[src/rtl/fpx_pkg.sv]
package fpx_pkg;
  typedef enum logic [1:0] {
    KIND_NONE  = 2'd0,
    KIND_DATA  = 2'd1,
    KIND_ROUND = 2'd2
  } fpx_kind_e;

  localparam int SYN_VECOP_BIT = 7;
  localparam int SYN_VLE_BIT   = 5;
  localparam int STATE_CLR_LO  = 16;
  localparam int STATE_CLR_HI  = 29;
endpackage

[src/rtl/fpx_select.sv]
module fpx_select
  import fpx_pkg::*;
(
  input  logic      open_win,
  input  logic      data_req,
  input  logic      inexact,
  input  logic      inexact_en,
  input  logic      hi_pri,
  output fpx_kind_e kind
);
  logic round_req;

  always_comb begin
    round_req = inexact && inexact_en;
    kind = KIND_NONE;
    if (open_win && !hi_pri) begin
      if (data_req)       kind = KIND_DATA;
      else if (round_req) kind = KIND_ROUND;
    end
  end
endmodule

[src/rtl/fpx_vector.sv]
module fpx_vector
  import fpx_pkg::*;
#(
  parameter int ADDR_W    = 32,
  parameter int PREFIX_W  = 24,
  parameter logic [ADDR_W-PREFIX_W-1:0] DATA_OFF  = 'hA0,
  parameter logic [ADDR_W-PREFIX_W-1:0] ROUND_OFF = 'hB0
) (
  input  fpx_kind_e          kind,
  input  logic [ADDR_W-1:0]  prefix,
  output logic [ADDR_W-1:0]  vec
);
  localparam int OFF_W = ADDR_W - PREFIX_W;
  logic [OFF_W-1:0] off;

  always_comb begin
    off = (kind == KIND_ROUND) ? ROUND_OFF : DATA_OFF;
    vec = {prefix[ADDR_W-1:OFF_W], off};
  end
endmodule

[src/rtl/fpx_context.sv]
module fpx_context
  import fpx_pkg::*;
#(
  parameter int ADDR_W  = 32,
  parameter int STATE_W = 32,
  parameter int SYN_W   = 32
) (
  input  logic               clk,
  input  logic               rst,
  input  fpx_kind_e          kind,
  input  logic               vec_op,
  input  logic               vle,
  input  logic [ADDR_W-1:0]  pc_fault,
  input  logic [ADDR_W-1:0]  pc_next,
  input  logic [STATE_W-1:0] cur_state,
  output logic [ADDR_W-1:0]  ret_addr,
  output logic [STATE_W-1:0] saved_state,
  output logic               state_wr_valid,
  output logic [STATE_W-1:0] state_wr_data,
  output logic [SYN_W-1:0]   syndrome,
  output logic               squash
);
  localparam logic [STATE_W-1:0] CLR_MASK =
    ((STATE_W'(1) << (STATE_CLR_HI + 1)) - STATE_W'(1)) &
    ~((STATE_W'(1) << STATE_CLR_LO) - STATE_W'(1));
  localparam logic [SYN_W-1:0] SYN_KEEP =
    (SYN_W'(1) << SYN_VECOP_BIT) | (SYN_W'(1) << SYN_VLE_BIT);

  logic take;
  logic [SYN_W-1:0] syn_new;

  always_comb begin
    take = (kind != KIND_NONE);
    syn_new = '0;
    syn_new[SYN_VECOP_BIT] = vec_op;
    syn_new[SYN_VLE_BIT]   = vle;
  end

  always_ff @(posedge clk) begin
    if (rst) begin
      ret_addr       <= '0;
      saved_state    <= '0;
      state_wr_valid <= 1'b0;
      state_wr_data  <= '0;
      syndrome       <= '0;
      squash         <= 1'b0;
    end else begin
      state_wr_valid <= take;
      squash         <= (kind == KIND_DATA);
      if (take) begin
        saved_state   <= cur_state;
        state_wr_data <= cur_state & ~CLR_MASK;
        ret_addr      <= (kind == KIND_DATA) ? pc_fault : pc_next;
      end
      if (kind == KIND_DATA) syndrome <= syn_new;
    end
  end

  assert_saved_state_R8: assert property (@(posedge clk) disable iff (rst)
    (kind != KIND_NONE) |=> (saved_state == $past(cur_state)));
  assert_state_cleared_R9: assert property (@(posedge clk) disable iff (rst)
    state_wr_valid |-> ((state_wr_data & CLR_MASK) == '0));
  assert_syndrome_bits_R10: assert property (@(posedge clk) disable iff (rst)
    (kind == KIND_ROUND) |=> $stable(syndrome));
  assert_syndrome_clean_R10: assert property (@(posedge clk) disable iff (rst)
    (syndrome & ~SYN_KEEP) == '0);
  assert_squash_data_only_R11: assert property (@(posedge clk) disable iff (rst)
    (kind == KIND_ROUND) |=> !squash);
endmodule

[src/rtl/fpx_entry_ctrl.sv]
module fpx_entry_ctrl
  import fpx_pkg::*;
#(
  parameter int ADDR_W   = 32,
  parameter int STATE_W  = 32,
  parameter int SYN_W    = 32,
  parameter int PREFIX_W = 24
) (
  input  logic               clk,
  input  logic               rst,
  input  logic               fp_data_exc,
  input  logic               fp_inexact,
  input  logic               inexact_en,
  input  logic               hi_pri_pend,
  input  logic               flt_vec_op,
  input  logic               flt_vle,
  input  logic [ADDR_W-1:0]  pc_fault,
  input  logic [ADDR_W-1:0]  pc_next,
  input  logic [STATE_W-1:0] cur_state,
  input  logic [ADDR_W-1:0]  vec_prefix,
  input  logic [ADDR_W-3:0]  rst_base,
  input  logic               rdr_ready,
  output logic               rdr_valid,
  output logic [ADDR_W-1:0]  rdr_pc,
  output logic [ADDR_W-1:0]  ret_addr,
  output logic [STATE_W-1:0] saved_state,
  output logic               state_wr_valid,
  output logic [STATE_W-1:0] state_wr_data,
  output logic [SYN_W-1:0]   syndrome,
  output logic               squash
);
  logic              boot_pend;
  logic              open_win;
  fpx_kind_e         kind;
  logic [ADDR_W-1:0] vec;

  assign open_win = !rdr_valid && !boot_pend;

  fpx_select u_sel (
    .open_win   (open_win),
    .data_req   (fp_data_exc),
    .inexact    (fp_inexact),
    .inexact_en (inexact_en),
    .hi_pri     (hi_pri_pend),
    .kind       (kind)
  );

  fpx_vector #(.ADDR_W(ADDR_W), .PREFIX_W(PREFIX_W)) u_vec (
    .kind   (kind),
    .prefix (vec_prefix),
    .vec    (vec)
  );

  fpx_context #(.ADDR_W(ADDR_W), .STATE_W(STATE_W), .SYN_W(SYN_W)) u_ctx (
    .clk            (clk),
    .rst            (rst),
    .kind           (kind),
    .vec_op         (flt_vec_op),
    .vle            (flt_vle),
    .pc_fault       (pc_fault),
    .pc_next        (pc_next),
    .cur_state      (cur_state),
    .ret_addr       (ret_addr),
    .saved_state    (saved_state),
    .state_wr_valid (state_wr_valid),
    .state_wr_data  (state_wr_data),
    .syndrome       (syndrome),
    .squash         (squash)
  );

  always_ff @(posedge clk) begin
    if (rst) begin
      boot_pend <= 1'b1;
      rdr_valid <= 1'b0;
      rdr_pc    <= '0;
    end else if (boot_pend) begin
      boot_pend <= 1'b0;
      rdr_valid <= 1'b1;
      rdr_pc    <= {rst_base, 2'b00};
    end else if (rdr_valid) begin
      if (rdr_ready) rdr_valid <= 1'b0;
    end else if (kind != KIND_NONE) begin
      rdr_valid <= 1'b1;
      rdr_pc    <= vec;
    end
  end

  assert_redirect_hold_R2: assert property (@(posedge clk) disable iff (rst)
    (rdr_valid && !rdr_ready) |=> (rdr_valid && $stable(rdr_pc)));
  assert_redirect_drop_R2: assert property (@(posedge clk) disable iff (rst)
    (rdr_valid && rdr_ready) |=> !rdr_valid);
  assert_busy_ignores_R3: assert property (@(posedge clk) disable iff (rst)
    rdr_valid |=> (!state_wr_valid && !squash));
  assert_hi_pri_blocks_R4: assert property (@(posedge clk) disable iff (rst)
    (!rdr_valid && !boot_pend && hi_pri_pend) |=> (!rdr_valid && !state_wr_valid));
  assert_data_wins_R7: assert property (@(posedge clk) disable iff (rst)
    (open_win && !hi_pri_pend && fp_data_exc) |=> (squash && rdr_pc[7:0] == 8'hA0));
endmodule

[config.mk]
export PLATFORM = sky130hd
export DESIGN_NAME = fpx_entry_ctrl
export DESIGN_NICKNAME = d
export VERILOG_FILES = /design/src/rtl/fpx_pkg.sv /design/src/rtl/fpx_select.sv /design/src/rtl/fpx_vector.sv /design/src/rtl/fpx_context.sv /design/src/rtl/fpx_entry_ctrl.sv
export SDC_FILE = /design/constraint.sdc
export NUM_CORES = 1
export LEC_CHECK = 0
export BUFFER_PORTS_ARGS = -buffer_cell sky130_fd_sc_hd__buf_2
export CORE_AREA = 2 2 129 131
export DETAILED_ROUTE_END_ITERATION = 6
export DIE_AREA = 0 0 131 133
export GPL_ROUTABILITY_DRIVEN = 0
export MAX_ROUTING_LAYER = met4
export PLACE_DENSITY = 0.66
export SLEW_MARGIN = 20
export SYNTH_ARGS = -nofsm -noshare
export SYNTH_HDL_FRONTEND = slang
export SYNTH_SLANG_ARGS = --single-unit
[constraint.sdc]
create_clock -name clk -period 1.55 [get_ports clk]
set_input_delay 0.155 -clock clk [delete_from_list [all_inputs] [get_ports clk]]
set_output_delay 0.155 -clock clk [all_outputs]
set_load 0.02 [all_outputs]
==> summary.txt <==
Logic synthesis
  • Top cells by area, synth: dfxtp_1, buf_4, mux2i_1
  • Netlist Area Pre-Place: 0.004721 mm²
  • Ys Warns: 0
  • Synth Register Bits: 100
  • Netlist cell types: 28
  • Synth Area per Inst: 8.662 µm²
  • Yosys top cell by area: dfxtp_1
  • Ys flop type: dfxtp_1
  • Commonest cells post-synth: dfxtp_1, a21oi_1, buf_4
  • EDFF count, synth: 0
  • Synth Instances: 545
  • Yosys top cell area share: 42.41%
  • Async S/R FF share, synth: 0%
  • Post-synthesis sequential area ratio: 42.41%
  • Most frequent cell after synthesis: dfxtp_1

Global route
  • Initial antenna violation count: 0
  • First-pass GRT wire length: 21.42 mm
  • Vias in the first global route: 4212
  • Grt ovf: 0
  • Largest net degree at the start of global routing: 101
  • Overall Global Routing Usage: 16.20%

Final layout
  • # diodes: 0
  • Share of the core filled with cells: 40.43%
  • Layout area overhead: 38.48%
  • Area of all placed cells without fillers: 0.006538 mm²
  • Final net count: 952
  • Fraction of layout cells with a size suffix above 1: 41.95%
  • Fillers: 1645

Power and ir drop
  • Maximum VDD drop: 0.0005793 V
  • Clk pwr share: 39.2%
  • Sw frac: 27.68%
  • Leakage Power: 3.075 nW
  • Sw power: 1.841 mW
  • Cell area power density: 1018 mW/mm²
  • Int Pwr: 4.811 mW
  • Combinational share of power: 19.2%
  • Register share of total power: 41.6%

Setup path
  • Crit Path Max Fanout: 25
  • CP startpoint: rdr_valid$_SDFF_PP0_
  • RR Endpoint: u_ctx.ret_addr[3]$_SDFFE_PP0P_
  • Element type at the critical path start: flip-flop
  • Cells on worst reg2reg path: 6
  • CP Class: flip-flop to flip-flop
  • Critical Path AT: 1.74 ns
  • CP required: 1.81 ns
  • Reg2Reg Launch Point: rdr_valid$_SDFF_PP0_
  • Setup slack, reg-to-reg: 0.07 ns
  • Setup crit end kind: flip-flop
  • Crit path capture: u_ctx.ret_addr[3]$_SDFFE_PP0P_

Die
  • Die width: 131 µm
  • Placeable core area: 0.01617 mm²
  • Initial Util: 29.19%
  • Die area: 0.01742 mm²
  • # rows: 47
  • I/O pin count: 330
  • Chip height: 133 µm

Clock tree
  • Clock slew at reported path FFs: 0.07 ns
  • Cts hold-fix bufs: 0
  • CTS tree: yes
  • CTS Root Cell: clkbuf_16
  • Total CTS buffers: 9
  • H-tree depth: 3
  • Clock Latency Late Sink: 0.34 ns
  • Num Clock Sinks: 100
  • CTS max path bufs: 2

Detailed routing
  • Detailed-router iteration count before antenna repair: 4
  • Final antenna-violating net count: 0
  • DR iter-0 viols: 182
  • Drt drc: 0
  • Via count: 4794
  • Post-Route WL: 14.87 mm
  • Drt via density: 4.751
  • WL per Instance: 14.74 µm

STA
  • Fin crit period: 1.479 ns
  • Final Hold Violating Endpoints: 0
  • Max Slew Vio Count: 0
  • FMAX: 676.4 MHz
  • Tcrit/Tclk final: 95.39%
  • Endpoints failing setup: 0
  • Clock Skew: 0.006475 ns

Flow run
  • MaxCap Viol Count: 0

Outcome
  • Status: complete, no violations

Placement
  • Dpl hpwl: 10.29 mm
  • Placed inst area: 0.006128 mm²
  • Number of port buffers: 275

Worst hold path
  • Hold Crit Class: primary input to flip-flop
## repair_timing
| action | 4_1_cts | 5_1_grt |
|---|---|---|
| buffers inserted | 0 | 3 |
| endpoints found under the setup margin | 0 | 11 |
| resized for setup | 0 | 5 |
## cell type report
class / instances / area, µm² / area share (%)
inverter: 3 / 11.26 / 0.1722
sequential: 100 / 2002 / 30.62
tap: 220 / 275.3 / 4.211
clock inverter: 5 / 107.6 / 1.646
timing repair buffer: 304 / 1727 / 26.41
multi-input combinational: 367 / 2176 / 33.28
clock buffer: 10 / 239.0 / 3.655
## kinds of logic after synthesis
| kind of cell | synth area share, % |
|---|---|
| other | 0.07944 |
| AOI/OAI and AO/OA | 24.46 |
| and+or+nand+nor | 10.26 |
| muxes | 7.209 |
| DFF | 42.41 |
| buffers and inverters | 15.58 |
## power by group through the flow
stage | combinational, mW | sequential (mW) | clock [mW]
after floorplan | 0.673 | 2.98 | 0
after global placement | 1.26 | 2.82 | 0
after detailed placement | 1.26 | 2.82 | 0
after CTS | 1.26 | 2.77 | 2.71
after global routing | 1.39 | 2.78 | 2.82
final | 1.28 | 2.77 | 2.61
## metal layers
layer  vias to the layer above  global-route usage (%)  wire, µm
li1                       2347                       -         -
met1                      2183                   18.66      6146
met2                       239                   26.77      7259
met3                        25                   3.761      1106
met4                         0                   6.856       357
met5                         -                       -         0
## registers in the layout, indices dropped and copies added (netlist names)
signal                cells
u_ctx.squash              1
rdr_valid                 1
u_ctx.saved_state        32
u_ctx.state_wr_valid      1
rdr_pc                   30
u_ctx.syndrome            2
boot_pend                 1
u_ctx.ret_addr           32
## worst min path at each step
stage	cells past startpoint	to	start
3_3_place_gp	3	u_ctx.syndrome[5]$_SDFFE_PP0P_	flt_vle
4_1_cts	3	u_ctx.syndrome[7]$_SDFFE_PP0P_	flt_vec_op
6_report	3	u_ctx.syndrome[7]$_SDFFE_PP0P_	flt_vec_op
5_1_grt	3	u_ctx.saved_state[6]$_SDFFE_PP0P_	cur_state[6]
3_5_place_dp	3	u_ctx.syndrome[7]$_SDFFE_PP0P_	flt_vec_op
2_1_floorplan	0	boot_pend$_DFF_P_	rst
## critical path, stage by stage (launching register included)
cell and delay (ns):
dfxtp_1 0.34, buf_4 0.17, nor3_4 0.23, buf_4 0.16, clkbuf_16 0.20, a21oi_1 0.08
a211oi_1 0.20
## cells in the final DEF (no fill, tap or decap)
cell and instances:
nor2b_1 1, nor4b_2 1, buf_4 20, o211ai_1 28, a211oi_2 3, nand4b_1 1
or2_2 1, a21o_2 1, a21oi_4 1, dfxtp_1 100, o21ai_0 25, mux2i_1 34
clkbuf_16 10, bufinv_16 3, buf_2 274, nand2_1 29, a211oi_1 29, o21ai_1 7
a221oi_2 2, nand3_1 56, conb_1 46, a21oi_1 67, a31oi_1 26, inv_6 1
buf_12 9, nand2b_1 1, nor3_4 1, clkbuf_8 1, nor2_1 5, inv_1 3
nor2_2 1, or3_4 1, clkinv_4 1
## metrics by stage
stage | TNS, ns | instances | total power [mW] | hold slack [ns] | setup WS, ns
6_report | 0 | 1009 | 6.652 | 0.05031 | 0.07150
5_1_grt | -0.002942 | 1009 | 6.989 | 0.04458 | -0.002942
4_1_cts | 0 | 1005 | 6.742 | 0.02730 | 0.07581
3_5_place_dp | 0 | 990 | 4.085 | 0.4008 | 0.07673
3_3_place_gp | 0 | 990 | 4.078 | 0.3984 | 0.1094
2_1_floorplan | 0 | 590 | 3.658 | 0.1827 | 0.1226
No activity file was read; power rests on OpenSTA's default activity.
